`config.mk`:
```
export PLATFORM = sky130hd
export DESIGN_NAME = stor_irq_agg
export DESIGN_NICKNAME = d
export VERILOG_FILES = /design/src/rtl/stor_irq_agg.sv
export SDC_FILE = /design/constraint.sdc
export NUM_CORES = 1
export LEC_CHECK = 0
export BUFFER_PORTS_ARGS = -buffer_cell sky130_fd_sc_hd__buf_4
export CAP_MARGIN = 20
export CORE_AREA = 3 3 40 42
export DETAILED_ROUTE_END_ITERATION = 16
export DIE_AREA = 0 0 43 45
export PLACE_DENSITY = 0.7
export SYNTH_ARGS = -nofsm -noshare
export SYNTH_HDL_FRONTEND = slang
export SYNTH_SLANG_ARGS = --single-unit
```
`constraint.sdc`:
```
create_clock -name clk -period 1.4 [get_ports clk]
set_clock_uncertainty 0.2 [all_clocks]
set_input_delay 0.07 -clock clk [delete_from_list [all_inputs] [get_ports clk]]
set_output_delay 0.07 -clock clk [all_outputs]
set_load 0.03 [all_outputs]
```
`src/rtl/stor_irq_agg.sv`:
```
module stor_irq_agg (
  input  logic       clk,
  input  logic       rst_n,
  input  logic       dev_irq,
  input  logic       eng_idle,
  input  logic       fifo_ovf_pulse,
  input  logic       fifo_unf_pulse,
  input  logic [1:0] reg_addr,
  input  logic       reg_wr,
  input  logic [7:0] reg_wdata,
  output logic [7:0] reg_rdata,
  output logic       cpu_irq,
  output logic       dma_req
);
  localparam logic [1:0] ADDR_STAT = 2'd0;
  localparam logic [1:0] ADDR_EN   = 2'd1;
  localparam logic [1:0] ADDR_CLR  = 2'd2;
  localparam logic [7:0] EN_MASK   = 8'hF8;
  localparam logic [7:0] CPU_MASK  = 8'h78;
  localparam int         B_UNF     = 6;
  localparam int         B_OVF     = 5;

  logic       irq_q, idle_q, unf_q, ovf_q, cpu_q;
  logic [7:0] en_q, stat;

  wire wr_en  = reg_wr && (reg_addr == ADDR_EN);
  wire wr_clr = reg_wr && (reg_addr == ADDR_CLR);

  assign stat = {irq_q, unf_q, ovf_q, idle_q, irq_q, 3'b000};

  always_ff @(posedge clk) irq_q <= dev_irq;

  always_ff @(posedge clk or negedge rst_n) begin
    if (!rst_n) begin
      idle_q <= 1'b1;
      unf_q  <= 1'b0;
      ovf_q  <= 1'b0;
      en_q   <= 8'h00;
      cpu_q  <= 1'b0;
    end else begin
      idle_q <= eng_idle;
      unf_q  <= fifo_unf_pulse | (unf_q & ~(wr_clr & reg_wdata[B_UNF]));
      ovf_q  <= fifo_ovf_pulse | (ovf_q & ~(wr_clr & reg_wdata[B_OVF]));
      if (wr_en) en_q <= reg_wdata & EN_MASK;
      cpu_q  <= |(stat & en_q & CPU_MASK);
    end
  end

  assign cpu_irq = cpu_q;
  assign dma_req = stat[7] & en_q[7];

  always_comb begin
    case (reg_addr)
      ADDR_STAT: reg_rdata = stat;
      ADDR_EN:   reg_rdata = en_q;
      default:   reg_rdata = 8'h00;
    endcase
  end
endmodule


```
==> results.md <==
- Status: finished with violations
- Failing checks: negative setup slack
- Ys flop type: dfrtp_1
- Max_cap viols: 0
- Post-Syn Area: 509.2 µm²
- DRC: 0
- Die Span X: 43 µm
- Share of layout cells above drive strength 1: 41.33%
- Gate Count Post-Synth: 41
- ANT nets after route: 0
- Fin. max-slew vios: 0
- Final period util: 100.1%
- Fmax: 0.7134 GHz
- Initial antenna violation count: 0
- Tot GR Track Use: 13.06%
- Core area: 0.001285 mm²
- Worst Hold Class: in2reg
- Peak VDD IR: 0.0006007 V
- Util after Layout: 63.10%
- Crit path DAT: 1.13 ns
- Sequential area share after synthesis: 48.40%
- YS warnings: 0
- I/O Pins: 27
- Min Clock Period, post-route: 1.402 ns
- Final hold violations: 0
- Seq cells post-synth: 10
- Pwr Total: 865.2 µW
- RePlAce Congestion: 0.6929
- Nets: 93
- Async set or reset register ratio after synthesis: 90.00%
- Bufs on Longest Clock Path: 2
- Vias per Instance: 4.744
- Clk root buf: clkbuf_4
- Syn Area/Cell: 12.42 µm²
- Total iterations of the first detailed-routing run: 2
- CP cell instances: mux2i_1, nor2_1, buf_4
- Via count: 427
- Post-synth EDFFs: 0
- Final setup TNS: -0.001749 ns
- Critical Path RT: 1.13 ns
- Worst-skew pair later-pin latency: 0.26 ns
- Delay-heaviest family, CP: flip-flops
- # diodes: 0
- Initial Utilization: 39.63%
- Final setup viols: 1
- Clock Sinks: 10
- TritonCTS clock tree: built
- Wire per inst: 12.26 µm
- First-pass GRT wire length: 1.800 mm
- Area contributors post-synth: dfrtp_1 (39%), mux2_4 (15%), mux2i_1 (5.9%), buf_4 (5.9%), dfstp_2 (5.2%)
- Crit-path max FO: 2
- Crit path kind: reg2out
- Final WS setup: -0.001749 ns
- Die height: 45 µm
- Post-CTS Resized: 0
- Area leader, netlist: dfrtp_1
- CTS buffer count: 3
- Pwr Density: 1067 mW/mm²
- Share of the synthesized area in the top cell type: 39.31%
- Worst Setup End Kind: output pin
- Worst-path clk slew: 0.07 ns
- Worst setup SP type: register
- DRT Wirelength: 1.103 mm
- Post-Place Setup Slack: 0.3170 ns
- Total grt overflow: 0
- RSZ-0062 raised after global routing: true
- Initial DRC Count: 4
- Critical Path Max Stage Delay: 0.54 ns
- Vias in the first global route: 432
- Largest net degree at the start of global routing: 10
- Die Area: 0.001935 mm²
- Pleak: 0.0004014 µW
- Std cell rows: 13
- H-tree levels: 1
- Synth-to-Final Area Change: 59.21%
- Netlist cell types: 17
- CP max-delay cell: dfstp_2
- Worst Path Buf+Inv: 1
- Port Buffers: 20
[cells in the mapped netlist (all sizes together), types with 2 or more instances]
library cell,number
dfrtp,8
buf,5
mux2,5
mux2i,3
nand2,3
nor2,3
a21o,2
a21oi,2
a22oi,2
nand4b,2
[what timing repair did]
action                     4_1_cts  5_1_grt
hold endpoints to repair        18        0
hold buffers                    13        0
setup endpoints to repair        0        1
buffers inserted                 0        0
[layout make-up]
| cell class | count | area, µm² |
|---|---|---|
| sequential | 10 | 246.5 |
| fill | 116 | 474.2 |
| multi-input combinational | 28 | 229.0 |
| tap | 15 | 18.77 |
| timing repair buffer | 33 | 280.3 |
| clock buffer | 4 | 36.28 |
[cell families after synthesis]
group	count (synthesis)	share of synthesized area (%)
simple gates	11	14.25
flops	10	48.40
mux	8	20.64
compound gates	6	7.861
buf+inv	5	8.108
other cells	1	0.7364
[through the flow]
stage          cells  hold WS [ns]  cell area (µm²)
2_1_floorplan     43       -0.4256            516.7
3_3_place_gp      73       -0.2968            644.4
3_5_place_dp      73       -0.2987            644.4
4_1_cts           90       0.03118            810.8
5_1_grt           90       0.05382            810.8
6_report          90       0.03426            810.8
[path summary, 6_finish.rpt]
path / from / end / slack, ns / depth (start not counted)
hold / removal: reg_addr[0] / unf_q / 0.03 / 3
max in group asynchronous: rst_n / en_q[6] / 0.12 / 3
hold reg to reg: irq_q / cpu_irq / 0.32 / 2
setup reg to reg: unf_q / cpu_irq / 0.41 / 2
setup / recovery: idle_q / reg_rdata[4] / -0.002 / 3
min in group asynchronous: rst_n / idle_q / 0.09 / 2
[worst min-delay path, delay by kind of cell]
kind            cells  cell delay (ns)
compound gates      1             0.10
buf+inv             1             0.16
simple gates        1             0.13
[registers in the layout (all words and copies together) (netlist names)]
signal / cells
en_q: 5
cpu_irq: 1
idle_q: 1
irq_q: 1
ovf_q: 1
unf_q: 1
[where the power goes]
part           internal [µW]  total (µW)  leakage [µW]  switching, µW
combinational            136         252      0.000274            116
sequential               328         357      0.000106           29.0
clock                    158         257     0.0000210           99.3
total                    621         865      0.000401            244
[routing by layer]
| layer | global-route usage, % | wire length (µm) | part of all wire, % |
|---|---|---|---|
| met2 | 22.46 | 562 | 51 |
| met5 | 0 | 0 | 0 |
| met1 | 15.46 | 459 | 42 |
| met4 | 7.229 | 12 | 1.1 |
| met3 | 2.390 | 68 | 6.2 |
[cells in the final DEF, fill, tap and decap left out]
| cell | instances |
|---|---|
| a21o_1 | 2 |
| a21oi_1 | 2 |
| a22oi_1 | 2 |
| and2_1 | 1 |
| buf_4 | 20 |
| clkbuf_4 | 3 |
| clkbuf_8 | 1 |
| conb_1 | 3 |
| dfrtp_1 | 8 |
| dfstp_2 | 1 |
| dfxtp_1 | 1 |
| dlygate4sd3_1 | 13 |
| mux2_4 | 5 |
| mux2i_1 | 3 |
| nand2_1 | 3 |
| nand2b_1 | 1 |
| nand3b_4 | 1 |
| nand4b_1 | 2 |
| nor2_1 | 3 |
No activity file was read; power rests on OpenSTA's default activity.
